**config.mk**
```make
export PLATFORM = sky130hd
export DESIGN_NAME = scp_ctrl_port
export DESIGN_NICKNAME = d
export VERILOG_FILES = /design/src/rtl/scp_pkg.sv /design/src/rtl/scp_sync.sv /design/src/rtl/scp_frame.sv /design/src/rtl/scp_regfile.sv /design/src/rtl/scp_readout.sv /design/src/rtl/scp_ctrl_port.sv
export SDC_FILE = /design/constraint.sdc
export NUM_CORES = 1
export LEC_CHECK = 0
export ABC_CLOCK_PERIOD_IN_PS = 4900
export BUFFER_PORTS_ARGS = -buffer_cell sky130_fd_sc_hd__buf_2
export CAP_MARGIN = 20
export CORE_ASPECT_RATIO = 0.6
export CORE_MARGIN = 2
export CORE_UTILIZATION = 50
export CTS_CLUSTER_SIZE = 30
export DETAILED_ROUTE_END_ITERATION = 8
export PLACE_DENSITY = 0.68
export SETUP_SLACK_MARGIN = 0.02
export SLEW_MARGIN = 40
export SYNTH_ARGS = -nofsm -noshare
export SYNTH_HDL_FRONTEND = slang
export SYNTH_SLANG_ARGS = --single-unit
```
**constraint.sdc**
```tcl
create_clock -name clk -period 4.9 [get_ports clk]
set_clock_uncertainty 0.2 [all_clocks]
set_input_delay 0.98 -clock clk [delete_from_list [all_inputs] [get_ports clk]]
set_output_delay 0.98 -clock clk [all_outputs]
set_load 0.005 [all_outputs]
```
**src/rtl/scp_pkg.sv**
```systemverilog
package scp_pkg;
  localparam int BYTE_W    = 8;
  localparam int ADDR_W    = 4;
  localparam int NUM_SLOTS = 10;
  localparam int SLOT_W    = $clog2(NUM_SLOTS);
  localparam int CNT_W     = $clog2(BYTE_W);

  // first-byte field positions (bit 7 is shifted first)
  localparam int PWR_BIT = 7;
  localparam int ADR_HI  = 6;
  localparam int ADR_LO  = 3;
  localparam int RD_BIT  = 2;
  localparam int TWO_BIT = 1;

  typedef enum logic [1:0] {
    PH_CMD   = 2'd0,
    PH_WRITE = 2'd1,
    PH_READ  = 2'd2
  } phase_e;

  function automatic logic slot_valid(input logic [ADDR_W-1:0] a);
    case (a)
      4'h0, 4'h1, 4'h2, 4'h4, 4'h5, 4'h6, 4'h7, 4'h8, 4'h9, 4'hA: slot_valid = 1'b1;
      default: slot_valid = 1'b0;
    endcase
  endfunction

  function automatic logic [SLOT_W-1:0] slot_of(input logic [ADDR_W-1:0] a);
    case (a)
      4'h0: slot_of = SLOT_W'(0);
      4'h1: slot_of = SLOT_W'(1);
      4'h2: slot_of = SLOT_W'(2);
      4'h4: slot_of = SLOT_W'(3);
      4'h5: slot_of = SLOT_W'(4);
      4'h6: slot_of = SLOT_W'(5);
      4'h7: slot_of = SLOT_W'(6);
      4'h8: slot_of = SLOT_W'(7);
      4'h9: slot_of = SLOT_W'(8);
      4'hA: slot_of = SLOT_W'(9);
      default: slot_of = '0;
    endcase
  endfunction
endpackage

```
**src/rtl/scp_sync.sv**
```systemverilog
module scp_sync #(
  parameter int   STAGES  = 2,
  parameter logic RST_VAL = 1'b0
) (
  input  logic clk,
  input  logic rst_n,
  input  logic d_i,
  output logic q_o
);
  logic [STAGES-1:0] chain_q;

  generate
    if (STAGES == 1) begin : g_one
      always_ff @(posedge clk or negedge rst_n) begin
        if (!rst_n) chain_q <= RST_VAL;
        else        chain_q <= d_i;
      end
    end else begin : g_many
      always_ff @(posedge clk or negedge rst_n) begin
        if (!rst_n) chain_q <= {STAGES{RST_VAL}};
        else        chain_q <= {chain_q[STAGES-2:0], d_i};
      end
    end
  endgenerate

  assign q_o = chain_q[STAGES-1];
endmodule

```
**src/rtl/scp_frame.sv**
```systemverilog
module scp_frame
  import scp_pkg::*;
(
  input  logic              clk,
  input  logic              rst_n,
  input  logic              cclk_s,
  input  logic              cs_s,
  input  logic              sdi_s,
  output logic              rise_o,
  output logic              power_down_o,
  output logic              wr_en_o,
  output logic [ADDR_W-1:0] wr_addr_o,
  output logic [BYTE_W-1:0] wr_data_o,
  output logic              rd_load_o,
  output logic [ADDR_W-1:0] rd_addr_o,
  output logic              rd_phase_o
);
  logic              cclk_q;
  logic [CNT_W-1:0]  bit_cnt;
  logic [BYTE_W-2:0] in_sh;
  logic [ADDR_W-1:0] addr_q;
  logic              pwr_q;
  phase_e            phase;

  logic [BYTE_W-1:0] nxt;
  logic              fall, last_bit, byte_done, cmd_done;

  assign nxt       = {in_sh, sdi_s};
  assign fall      = cclk_q & ~cclk_s & ~cs_s;
  assign rise_o    = ~cclk_q & cclk_s;
  assign last_bit  = (bit_cnt == CNT_W'(BYTE_W-1));
  assign byte_done = fall & last_bit;
  assign cmd_done  = byte_done & (phase == PH_CMD);

  always_ff @(posedge clk or negedge rst_n) begin
    if (!rst_n) begin
      cclk_q  <= 1'b0;
      bit_cnt <= '0;
      in_sh   <= '0;
      addr_q  <= '0;
      pwr_q   <= 1'b1;
      phase   <= PH_CMD;
    end else begin
      cclk_q <= cclk_s;
      if (cs_s) begin
        // released mid-byte: drop the instruction
        if (bit_cnt != '0) begin
          bit_cnt <= '0;
          phase   <= PH_CMD;
        end
      end else if (fall) begin
        in_sh <= nxt[BYTE_W-2:0];
        if (last_bit) begin
          bit_cnt <= '0;
          if (phase == PH_CMD) begin
            pwr_q  <= nxt[PWR_BIT];
            addr_q <= nxt[ADR_HI:ADR_LO];
            if (nxt[TWO_BIT]) phase <= nxt[RD_BIT] ? PH_READ : PH_WRITE;
          end else begin
            phase <= PH_CMD;
          end
        end else begin
          bit_cnt <= bit_cnt + 1'b1;
        end
      end
    end
  end

  assign power_down_o = pwr_q;
  assign wr_en_o      = byte_done & (phase == PH_WRITE);
  assign wr_addr_o    = addr_q;
  assign wr_data_o    = nxt;
  assign rd_load_o    = cmd_done & nxt[TWO_BIT] & nxt[RD_BIT];
  assign rd_addr_o    = nxt[ADR_HI:ADR_LO];
  assign rd_phase_o   = (phase == PH_READ);


  cs_abort_chk: assert property (@(posedge clk) disable iff (!rst_n)
    cs_s |=> (bit_cnt == '0));


  pwr_hold_chk: assert property (@(posedge clk) disable iff (!rst_n)
    !cmd_done |=> $stable(pwr_q));


  single_byte_chk: assert property (@(posedge clk) disable iff (!rst_n)
    (cmd_done && !nxt[TWO_BIT]) |=> (phase == PH_CMD));
endmodule

```
**src/rtl/scp_regfile.sv**
```systemverilog
module scp_regfile
  import scp_pkg::*;
(
  input  logic                        clk,
  input  logic                        rst_n,
  input  logic                        wr_en_i,
  input  logic [ADDR_W-1:0]           wr_addr_i,
  input  logic [BYTE_W-1:0]           wr_data_i,
  input  logic [ADDR_W-1:0]           rd_addr_i,
  output logic [BYTE_W-1:0]           rd_data_o,
  output logic [NUM_SLOTS*BYTE_W-1:0] regs_o
);
  logic                  wr_ok;
  logic [SLOT_W-1:0]     wr_slot;
  logic [BYTE_W-1:0]     slot_q [NUM_SLOTS];

  assign wr_ok   = wr_en_i & slot_valid(wr_addr_i);
  assign wr_slot = slot_of(wr_addr_i);

  generate
    for (genvar s = 0; s < NUM_SLOTS; s++) begin : g_slot
      always_ff @(posedge clk or negedge rst_n) begin
        if (!rst_n)                                  slot_q[s] <= '0;
        else if (wr_ok && wr_slot == SLOT_W'(s))     slot_q[s] <= wr_data_i;
      end
      assign regs_o[s*BYTE_W +: BYTE_W] = slot_q[s];
    end
  endgenerate

  always_comb begin
    rd_data_o = '0;
    for (int s = 0; s < NUM_SLOTS; s++) begin
      if (slot_valid(rd_addr_i) && slot_of(rd_addr_i) == SLOT_W'(s)) rd_data_o = slot_q[s];
    end
  end


  bad_addr_chk: assert property (@(posedge clk) disable iff (!rst_n)
    (wr_en_i && !slot_valid(wr_addr_i)) |=> $stable(regs_o));


  idle_hold_chk: assert property (@(posedge clk) disable iff (!rst_n)
    !wr_en_i |=> $stable(regs_o));
endmodule

```
**src/rtl/scp_readout.sv**
```systemverilog
module scp_readout
  import scp_pkg::*;
(
  input  logic              clk,
  input  logic              rst_n,
  input  logic              cs_n_i,
  input  logic              cs_s,
  input  logic              rise_i,
  input  logic              rd_phase_i,
  input  logic              load_i,
  input  logic [BYTE_W-1:0] load_data_i,
  output logic              sdo_o,
  output logic              sdo_oe_o
);
  logic [BYTE_W-1:0] sh_q;
  logic              sdo_q;

  always_ff @(posedge clk or negedge rst_n) begin
    if (!rst_n) begin
      sh_q  <= '0;
      sdo_q <= 1'b0;
    end else if (load_i) begin
      sh_q <= load_data_i;
    end else if (rise_i && !cs_s && rd_phase_i) begin
      sdo_q <= sh_q[BYTE_W-1];
      sh_q  <= {sh_q[BYTE_W-2:0], 1'b0};
    end
  end

  assign sdo_o    = sdo_q;
  assign sdo_oe_o = ~cs_n_i & rd_phase_i;


  load_chk: assert property (@(posedge clk) disable iff (!rst_n)
    load_i |=> (sh_q == $past(load_data_i)));
endmodule

```
**src/rtl/scp_ctrl_port.sv**
```systemverilog
module scp_ctrl_port
  import scp_pkg::*;
#(
  parameter int SYNC_STAGES = 2
) (
  input  logic                        clk,
  input  logic                        rst_n,
  input  logic                        cclk,
  input  logic                        cs_n,
  input  logic                        sdi,
  output logic                        sdo,
  output logic                        sdo_oe,
  output logic                        power_down,
  output logic [NUM_SLOTS*BYTE_W-1:0] regs_o
);
  logic cclk_s, cs_s, sdi_s;
  logic rise, wr_en, rd_load, rd_phase;
  logic [ADDR_W-1:0] wr_addr, rd_addr;
  logic [BYTE_W-1:0] wr_data, rd_data;

  scp_sync #(.STAGES(SYNC_STAGES), .RST_VAL(1'b0)) i_sync_cclk (
    .clk(clk), .rst_n(rst_n), .d_i(cclk), .q_o(cclk_s));
  scp_sync #(.STAGES(SYNC_STAGES), .RST_VAL(1'b1)) i_sync_cs (
    .clk(clk), .rst_n(rst_n), .d_i(cs_n), .q_o(cs_s));
  scp_sync #(.STAGES(SYNC_STAGES), .RST_VAL(1'b0)) i_sync_sdi (
    .clk(clk), .rst_n(rst_n), .d_i(sdi), .q_o(sdi_s));

  scp_frame i_frame (
    .clk(clk), .rst_n(rst_n), .cclk_s(cclk_s), .cs_s(cs_s), .sdi_s(sdi_s),
    .rise_o(rise), .power_down_o(power_down),
    .wr_en_o(wr_en), .wr_addr_o(wr_addr), .wr_data_o(wr_data),
    .rd_load_o(rd_load), .rd_addr_o(rd_addr), .rd_phase_o(rd_phase));

  scp_regfile i_regs (
    .clk(clk), .rst_n(rst_n), .wr_en_i(wr_en), .wr_addr_i(wr_addr),
    .wr_data_i(wr_data), .rd_addr_i(rd_addr), .rd_data_o(rd_data),
    .regs_o(regs_o));

  scp_readout i_readout (
    .clk(clk), .rst_n(rst_n), .cs_n_i(cs_n), .cs_s(cs_s), .rise_i(rise),
    .rd_phase_i(rd_phase), .load_i(rd_load), .load_data_i(rd_data),
    .sdo_o(sdo), .sdo_oe_o(sdo_oe));


  oe_cs_chk: assert property (@(posedge clk) disable iff (!rst_n)
    cs_n |-> !sdo_oe);
endmodule

```
Word level (Yosys, flattened, before mapping)
Memories as Yosys holds them, arrays and structs flattened.
Cells that the tools add are included.
Storage, ports and cells
  register bits after elaboration: 113
  ROM bits: 880
  input bits: 5
  output and inout bits: 83
  logic and storage cells: 140
  memories: 22
Cells by class
  $add $sub $neg: 1
  eq/ne operators: 23
  mux-type cells: 23
  bitwise operators: 15
  reductions and logical operators: 35
Memories
  (name not given): words 16, bits a word 4, read ports 1, clocked after Yosys merged registers in 0, wr ports 0, RTL line scp_pkg.sv:29  | case (a)
  (name not given): words 16, bits a word 4, read ports 1, clocked after Yosys merged registers in 0, wr ports 0, RTL line scp_pkg.sv:29
  (name not given): words 16, bits a word 4, read ports 1, clocked after Yosys merged registers in 0, wr ports 0, RTL line scp_pkg.sv:29
  (name not given): words 16, bits a word 4, read ports 1, clocked after Yosys merged registers in 0, wr ports 0, RTL line scp_pkg.sv:29
  (name not given): words 16, bits a word 4, read ports 1, clocked after Yosys merged registers in 0, wr ports 0, RTL line scp_pkg.sv:29
  (name not given): words 16, bits a word 4, read ports 1, clocked after Yosys merged registers in 0, wr ports 0, RTL line scp_pkg.sv:29
  +16 memories
Operator list (count)
  8-bit 2-to-1 mux: 12
  4-bit by 3-bit == test with 1-bit output, second input constant: 8
  1-bit logical AND: 22
  4-bit by 2-bit == test with 1-bit output, second input constant: 4
  4-bit == test, second input constant: 4
  2-bit 2-to-1 mux: 7
  3-bit 2-to-1 mux: 4
  1-bit bitwise AND: 10
  4-bit by 1-bit == test with 1-bit output, second input constant: 2
  4-bit logical NOT: 2
  4-bit AND reduction: 2
  2-bit AND reduction: 3
  2-bit nonzero test: 3
  1-bit NOT: 5
  3-bit by 1-bit adder with 3-bit output, second input constant: 1
  3-bit == test, second input constant: 1
  3-bit by 2-bit != test with 1-bit output, second input constant: 1
  3-bit nonzero test: 1
  2-bit by 1-bit == test with 1-bit output, second input constant: 1
  2-bit == test, second input constant: 1
  2-bit logical NOT: 1
  2-bit by 1-bit != test with 1-bit output, second input constant: 1
  1-bit logical NOT: 1

Logic depth before layout (Yosys ltp)
Gate-level depths: netlist of run 1.
An unclocked memory read counts as a cell.
  word-level depth: 14
  mapped depth: 9
  depth with buffers taken out: 8

Hierarchy
From an unflattened synthesis of run 1, not the netlist that was laid out.
Second synthesis, totals
  cell total of the unflattened synthesis: 472
  area, all modules: 5718.0 sq um
Modules (own cells, without submodules)
  scp_regfile: times used 1, cells an instance 358, area an instance 4210.3 sq um
  scp_frame: times used 1, cells an instance 61, area an instance 855.8 sq um
  scp_readout: times used 1, cells an instance 47, area an instance 499.2 sq um
  scp_sync (i_sync_cclk ...): times used 2, cells an instance 2, area an instance 50.0 sq um
  scp_sync (i_sync_cs): times used 1, cells an instance 2, area an instance 52.6 sq um

Worst setup path before layout of run 1
No wires, ideal clock.
  path type: register to register
  from: register i_frame.in_sh[2]
  to: register i_readout.sh_q[3]
  setup time: 0.135 ns
  arrival time: 2.290 ns
  required time: 4.565 ns
  setup slack: 2.276 ns
  stages on the path, launching flop included: 10
  path buffers: 1
  clock period less this slack: 2.624 ns
  path through: dfrtp_1 -> inv_1 -> ha_1 -> nand2b_1 -> a21o_1 -> nand2_1 -> clkbuf_1 -> mux2_2 -> a211oi_1 -> o31ai_1
Between the ends
  longest elaborated chain between the ends: 14
RTL lines
  start: declaration: RTL line scp_frame.sv:20  | logic [BYTE_W-2:0] in_sh;
  start signal: assignment: RTL line scp_frame.sv:52  | in_sh <= nxt[BYTE_W-2:0];
  memory 16 x 4 bit
  4-bit logical NOT: RTL line scp_regfile.sv:33  | if (slot_valid(rd_addr_i) && slot_of(rd_addr_i) == SLOT_W'(s)) rd_data_o = slot_q[s];
  1-bit logical AND: RTL line scp_regfile.sv:33
  8-bit 2-to-1 mux (9 in series): RTL line scp_regfile.sv:33
  8-bit 2-to-1 mux (*): RTL line scp_regfile.sv:33
  8-bit 2-to-1 mux (*): RTL line scp_readout.sv:22  | end else if (load_i) begin
  end signal: assignment: RTL line scp_readout.sv:23  | sh_q <= load_data_i;
  end signal: assignment: RTL line scp_readout.sv:26  | sh_q <= {sh_q[BYTE_W-2:0], 1'b0};
  end: declaration: RTL line scp_readout.sv:15  | logic [BYTE_W-1:0] sh_q;
Mark *: on every way between the ends. The rest lies on a longest branch, timed or not.
A chain may end at the register's enable or synchronous reset.

Worst setup path after layout of run 1
  from: register i_frame.in_sh[3]
  to: register i_readout.sh_q[4]
The elaborated chain is that of the path after synthesis.

==> tab_implementation.tex, run 1 <==
\begin{tabular}{lr}
\hline
Metric & Value \\
\hline
\multicolumn{2}{l}{\textbf{Layout}} \\
Area grow syn2layout & 21.0\% \\
Most frequent standard cell in the layout excluding fill and tap cells & dfrtp\_1 \\
Highest-count cells in the layout ignoring fill and taps & dfrtp\_1, mux2\_2, buf\_2, nand2\_1, nor2\_1 \\
Count of non-filler cells in the finished layout & 730 \\
Final non-filler cell area & 6820 µm² \\
Layout cell share with drive strength beyond 1 & a little under 40\% \\
Ant. Diodes & 0 \\
Final Net Count & 595 \\
Fillers & 875 \\
\multicolumn{2}{l}{\textbf{Clock network}} \\
Depth of the CTS H-tree & 4 \\
Clock tree from TritonCTS & built \\
Longest Clk Path Bufs & 2 \\
Inserted Clock Buffers & 17 \\
Skew-Pair Late Insertion Delay & between 0.4 and 0.5 ns \\
CTS sink cnt & between 100 and 150 \\
Number of buffers inserted by post-CTS setup repair & 0 \\
Clock slew at reported path FFs & roughly 0.050 ns \\
Number of buffers inserted for hold repair after clock tree synthesis & 0 \\
Resize count post-CTS & 0 \\
CTS root buf & clkbuf\_16 \\
\multicolumn{2}{l}{\textbf{Synthesis}} \\
Synthesis-stage register bit count & around 110 \\
Avg Inst Size Synth & approximately 12 µm² \\
Nets in the synthesized netlist & 506 \\
Async set-or-reset flop fraction in the synthesized netlist & 100\% \\
Number of warning messages in the yosys log & 0 \\
Number of flops mapped to enable cells by yosys & 0 \\
Sequential fraction of the synthesis area & 50.2\% \\
Primary FF master, synth & dfrtp\_1 \\
Total standard cell area after synthesis & approximately 5600 µm² \\
Count of mapped cells out of synthesis & 489 \\
Count of cell types in the netlist & 59 \\
\multicolumn{2}{l}{\textbf{Timing}} \\
Minimum clock period & approximately 3.5 ns \\
Number of failing hold endpoints at the final stage & 0 \\
Tcrit/Tclk final & a little under three quarters \\
Final Slew Violations & 0 \\
Setup TNS Final & 0 ns \\
Max-slew headroom at the worst pin & a little under half \\
Highest clock rate & approximately 280 MHz \\
Finish-stage setup viols & 0 \\
Slew @ Worst Pin & around 0.8 ns \\
RSZ-0062 raised after global routing & false \\
\multicolumn{2}{l}{\textbf{Drt}} \\
Detailed-route via count & between 4000 and 5000 \\
DRC Markers & 0 \\
DR pass1 iterations & 5 \\
DRT Wirelength & around 17000 µm \\
Average vias per placed instance & approximately 6.2 \\
Routed len/inst & $\sim$23 µm \\
Number of antenna-violating nets in the routed design & 0 \\
DRT iter0 DRCs & between 400 and 500 \\
\multicolumn{2}{l}{\textbf{GRT}} \\
Total congestion overflow after global routing & 0 \\
Pin count of the biggest net entering global routing & approximately 50 \\
Global-route total usage across every layer & around 29\% \\
Number of global-route vias before repair & around 4400 \\
Number of antenna violations at the first check in global routing & 0 \\
Wire length of the first global-routing pass & 26400 µm \\
\multicolumn{2}{l}{\textbf{Worst setup path}} \\
Setup CP Type & flop to flop \\
CP Data Arrival Time & 3.59 ns \\
Largest driver fanout on the critical path & 14 \\
Worst EP required & 4.98 ns \\
Sort of element at the end of the critical path & flop \\
Worst Setup Start Kind & flop \\
\multicolumn{2}{l}{\textbf{Placed design}} \\
Detailed placer's ending HPWL & 11700 µm \\
Area after detailed placement & slightly above 6000 µm² \\
Final weighted congestion in routability-driven placement & just under 1 \\
Number of cells in the design after placement & around 700 \\
Count of buffers from port buffering & 87 \\
\multicolumn{2}{l}{\textbf{Floorplan}} \\
Initial cell density of the core & 52.3\% \\
\# rows & 29 \\
Die area & $\sim$12000 µm² \\
Area of the core & 10800 µm² \\
Die span in x & between 100 and 150 µm \\
Die extent in y & $\sim$86 µm \\
Number of placed I/O pins & 88 \\
\multicolumn{2}{l}{\textbf{Status}} \\
Result of the run & complete, no violations \\
\multicolumn{2}{l}{\textbf{Flow run}} \\
Max Cap Violations & 0 \\
\multicolumn{2}{l}{\textbf{Power}} \\
Cell Pwr Density & about 430 nW/µm² \\
Max VDD drop & 0.307 mV \\
Static Leak & 3.43 nW \\
\multicolumn{2}{l}{\textbf{Worst hold path}} \\
Type of the tightest min-delay check & flop to flop \\
\hline
\end{tabular}
[cell families (layout without fill, tap and decap cells)]
group,count (synthesis),in the layout,share of synthesized area [%]
DFF,113,113,50.2
and+or+nand+nor,139,139,13.7
AOI/OAI and AO/OA,94,94,12.0
adders and majority gates,12,12,2.66
muxes,96,96,19.0
buffers and inverters,35,137,2.38
[cells in the mapped netlist (all sizes together) (5+ instances only)]
cell type,instances,share of area [%]
dfrtp,110,49
mux2,90,18
nand2,47,3.1
nor2,31,2.1
o21ai,23,2.1
clkbuf,21,1.4
a21oi,12,1.1
ha,12,2.7
inv,11,0.73
nand2b,9,1.0
nor3,9,1.0
a221oi,7,1.1
a22oi,6,0.80
mux2i,6,1.1
nand3,6,0.53
nor3b,6,1.5
o221ai,6,0.93
a211oi,5,0.67
o31ai,5,0.67
[power by group]
| group | total (mW) | leakage, nW | switching, mW | internal, mW |
|---|---|---|---|---|
| clock | 1.25 | 0.282 | 0.451 | 0.796 |
| sequential | 1.09 | 1.55 | 0.124 | 0.965 |
| combinational | 0.581 | 1.60 | 0.392 | 0.189 |
| total | 2.92 | 3.43 | 0.967 | 1.95 |
[per-stage QoR]
stage	worst slack (ns)	utilization [%]	total power [mW]	hold WS, ns
floorplan	2.28	-	1.45	0.131
global placement	1.63	57.7	1.62	0.135
detailed placement	1.39	57.7	1.65	0.146
CTS	1.33	63.2	2.89	0.156
global route	1.24	63.3	3.02	0.159
finish	1.39	63.3	2.92	0.155
[flip-flops by register name, summed over array words and instances (netlist names)]
name	flops
i_regs.regs_o	80
i_readout.sh_q	8
i_frame.in_sh	7
i_frame.wr_addr_o	4
i_frame.bit_cnt	3
i_frame.phase	2
i_sync_cclk.chain_q	2
i_sync_cs.chain_q	2
i_sync_sdi.chain_q	2
i_frame.cclk_q	1
i_frame.power_down_o	1
i_readout.sdo_o	1
[cell type report]
type / instances / area (µm²) / area share [%]
multi-input combinational: 341 / 2680 / 39.4
timing repair buffer: 94 / 490 / 7.20
sequential: 113 / 2830 / 41.6
clock inverter: 14 / 166 / 2.44
inverter: 11 / 41.3 / 0.606
tap: 139 / 174 / 2.55
clock buffer: 18 / 429 / 6.30
[final timing paths]
check | to | from | cells after the start | slack (ns)
max | i_readout.sh_q[4] | i_frame.in_sh[3] | 8 | 1.39
max in group asynchronous | i_regs.regs_o[23] | rst_n | 2 | 3.21
min in group asynchronous | i_sync_cclk.chain_q[1] | rst_n | 1 | 0.32
min | i_sync_cs.chain_q[1] | i_sync_cs.chain_q[0] | 0 | 0.16
min reg2reg | i_sync_cs.chain_q[1] | i_sync_cs.chain_q[0] | 0 | 0.16
max reg2reg | i_readout.sh_q[4] | i_frame.in_sh[3] | 8 | 1.39
[metal layers]
layer | vias up | routed length [µm] | global-route usage [%] | part of all wire (%)
met1 | 2260 | 7890 | 44.3 | 47
li1 | 1985 | - | - | -
met3 | 25 | 1820 | 11.2 | 11
met5 | - | 0 | 0 | 0
met4 | 0 | 208 | 8.73 | 1.2
met2 | 283 | 6940 | 38.3 | 41
[critical path: stages (launching register included)]
cell and delay [ns]:
dfrtp_1 0.73, inv_1 0.22, ha_1 0.41, nand2b_1 0.19
a21o_1 0.28, nand2_1 0.45, mux2_2 0.42, a211oi_1 0.37
o31ai_1 0.10
No activity file was read; power rests on OpenSTA's default activity.
==> run 2, diff against run 1 <==
Settings changed: ABC_CLOCK_PERIOD_IN_PS 4900 to 3600.
Clock period 4.9 ns to 3.6 ns, I/O delays scaled along.
==> run 2 against run 1 <==
Routed wire length fell by 1.5%. Via count fell by 0.66%. Register-to-register slack got worse by 1.1 ns. First-iteration DRC count fell by 12%. Sequential power rose by 30%. Core utilization rose by 0.71 points. Critical endpoint is now i_readout.sh_q[0].
==> tab_implementation.tex, run 2 (same netlist as run 1, synthesis figures left out) <==
\begin{tabular}{lr}
\hline
Metric & Value \\
\hline
\multicolumn{2}{l}{\textbf{Placed design}} \\
Number of cells in the design after placement & between 700 and 800 \\
Count of buffers from port buffering & 87 \\
Final weighted congestion in routability-driven placement & about 0.86 \\
Detailed placer's ending HPWL & 11500 µm \\
Worst setup slack before clock tree synthesis & 0.451 ns \\
\multicolumn{2}{l}{\textbf{Power}} \\
Switching share of power & $\sim$34\% \\
Total Power Consumption & 4.06 mW \\
Internal power component & 2.69 mW \\
Reported net switching power & 1.37 mW \\
Cell Pwr Density & between 500 and 600 nW/µm² \\
Portion of total power attributed to the clock network & a little over two fifths \\
Max VDD drop & roughly 0.46 mV \\
Static Leak & 3.47 nW \\
Combinational share of power & 23.1\% \\
Register share of total power & 35.1\% \\
\multicolumn{2}{l}{\textbf{Worst setup path}} \\
Critical R2R Capture & i\_readout.sh\_q[0] \\
CP cell instances & inv\_1 > ha\_1 > nand2b\_1 > a21o\_1 > nand2\_1 > a32o\_1 > o21ai\_0 > a32oi\_1 \\
Largest driver fanout on the critical path & 12 \\
Setup CP Type & flop to flop \\
Slack of the worst reg-to-reg path & about 0.33 ns \\
Maximum cell stage delay along the critical path & 0.50 ns \\
Crit-path leading delay family & compound AO/OA/AOI/OAI gates \\
Sort of element at the end of the critical path & flop \\
Slowest stage cell on the critical path & o21ai\_0 \\
CP Data Arrival Time & between 3 and 4 ns \\
Worst reg-to-reg path cell count & 8 \\
Worst EP required & between 3 and 4 ns \\
WP buf/inv & 1 \\
Worst Setup Start Kind & flop \\
Startpoint of the most critical register-to-register path & i\_frame.in\_sh[2] \\
\multicolumn{2}{l}{\textbf{Clock network}} \\
Longest Clk Path Bufs & 2 \\
Inserted Clock Buffers & 17 \\
CTS root buf & clkbuf\_16 \\
CTS sink cnt & around 110 \\
Resize count post-CTS & 0 \\
Skew-Pair Late Insertion Delay & approximately 0.41 ns \\
Clock tree from TritonCTS & built \\
Clock slew at reported path FFs & $\sim$0.06 ns \\
Number of buffers inserted by post-CTS setup repair & 0 \\
Number of buffers inserted for hold repair after clock tree synthesis & 0 \\
Depth of the CTS H-tree & 4 \\
\multicolumn{2}{l}{\textbf{Status}} \\
Result of the run & complete, no violations \\
\multicolumn{2}{l}{\textbf{GRT}} \\
Global-route total usage across every layer & 28.6\% \\
Pin count of the biggest net entering global routing & 79 \\
Wire length of the first global-routing pass & roughly 26000 µm \\
Number of global-route vias before repair & between 4000 and 5000 \\
Total congestion overflow after global routing & 0 \\
Number of antenna violations at the first check in global routing & 0 \\
\multicolumn{2}{l}{\textbf{Floorplan}} \\
Die extent in y & 86.2 µm \\
Initial cell density of the core & 52.3\% \\
Area of the core & roughly 11000 µm² \\
Number of placed I/O pins & 88 \\
Die area & 12200 µm² \\
Die span in x & about 140 µm \\
\# rows & 29 \\
\multicolumn{2}{l}{\textbf{Timing}} \\
Final Slew Violations & 0 \\
Slew @ Worst Pin & between 0.8 and 0.9 ns \\
Number of failing hold endpoints at the final stage & 0 \\
Finish-stage setup viols & 0 \\
Fin worst setup slack & between 0.3 and 0.4 ns \\
Setup TNS Final & 0 ns \\
Minimum clock period & about 3.3 ns \\
RSZ-0062 raised after global routing & false \\
Max-slew headroom at the worst pin & 39.9\% \\
Tcrit/Tclk final & 90.9\% \\
Highest clock rate & slightly above 300 MHz \\
\multicolumn{2}{l}{\textbf{Drt}} \\
Average vias per placed instance & 6.12 \\
DRT Wirelength & 16600 µm \\
DR pass1 iterations & 5 \\
Number of antenna-violating nets in the routed design & 0 \\
Routed len/inst & approximately 22 µm \\
Detailed-route via count & between 4000 and 5000 \\
DRC Markers & 0 \\
DRT iter0 DRCs & a little under 400 \\
\multicolumn{2}{l}{\textbf{Flow run}} \\
Max Cap Violations & 0 \\
\multicolumn{2}{l}{\textbf{Layout}} \\
Ant. Diodes & 0 \\
Layout cell share with drive strength beyond 1 & between 40 and 50\% \\
Number of flip-flops in the largest register & 80 \\
Final Net Count & 604 \\
Area grow syn2layout & 22.3\% \\
Highest-count cells in the layout ignoring fill and taps & dfrtp\_1, mux2\_2, buf\_2, nand2\_1, nor2\_1 \\
Count of non-filler cells in the finished layout & about 740 \\
Most frequent standard cell in the layout excluding fill and tap cells & dfrtp\_1 \\
\multicolumn{2}{l}{\textbf{Worst hold path}} \\
Type of the tightest min-delay check & input port to asynchronous set/reset pin \\
\hline
\end{tabular}
[run 2: worst reg2reg max path: cells and delay by family, from the launching register on]
kind | cells | cell delay (ns)
AOI/OAI and AO/OA | 4 | 1.42
and+or+nand+nor | 2 | 0.62
DFF | 1 | 0.34
buffers and inverters | 1 | 0.13
adders and majority gates | 1 | 0.42
[run 2: power by group through the flow]
stage | Sequential, mW | Combinational, mW | Clock [mW]
finish | 1.42 | 0.937 | 1.70
detailed placement | 1.44 | 0.893 | 0
CTS | 1.42 | 0.899 | 1.71
global route | 1.43 | 0.997 | 1.77
global placement | 1.44 | 0.873 | 0
floorplan | 1.37 | 0.605 | 0
[run 2: worst max path at each step]
stage,start,endpoint,slack [ns],cells past startpoint
2_1_floorplan,i_frame.in_sh[2],i_readout.sh_q[3],0.98,9
3_3_place_gp,i_frame.in_sh[2],i_readout.sh_q[3],0.45,8
3_5_place_dp,i_frame.in_sh[2],i_readout.sh_q[3],0.45,8
4_1_cts,i_frame.in_sh[2],i_readout.sh_q[3],0.43,8
5_1_grt,i_frame.in_sh[5],i_readout.sh_q[1],0.24,6
6_report,i_frame.in_sh[2],i_readout.sh_q[0],0.33,8
[run 2: stage by stage]
| step | hold WS, ns | cell area (µm²) | util, % |
|---|---|---|---|
| floorplan | 0.131 | 5640 | - |
| CTS | 0.0712 | 6890 | 64.0 |
| detailed placement | 0.137 | 6300 | 58.4 |
| finish | 0.0599 | 6890 | 64.0 |
| global placement | 0.135 | 6290 | 58.4 |
| global route | 0.0911 | 6890 | 64.0 |
[run 2: area by class of cell]
cell class                 count  area, µm²
fill                         876       3880
sequential                   113       2830
multi-input combinational    341       2680
timing repair buffer         103        571
clock buffer                  18        429
tap                          139        174
clock inverter                14        165
inverter                      11       41.3
[run 2: per-layer routing]
metal	global-route usage [%]	up-vias	routed length (µm)	part of all wire, %
met2	39.6	216	6890	42
met5	0	-	0	0
met1	44.6	2277	8100	49
met3	7.46	20	1440	8.7
met4	7.09	0	153	0.92
li1	-	2010	-	-
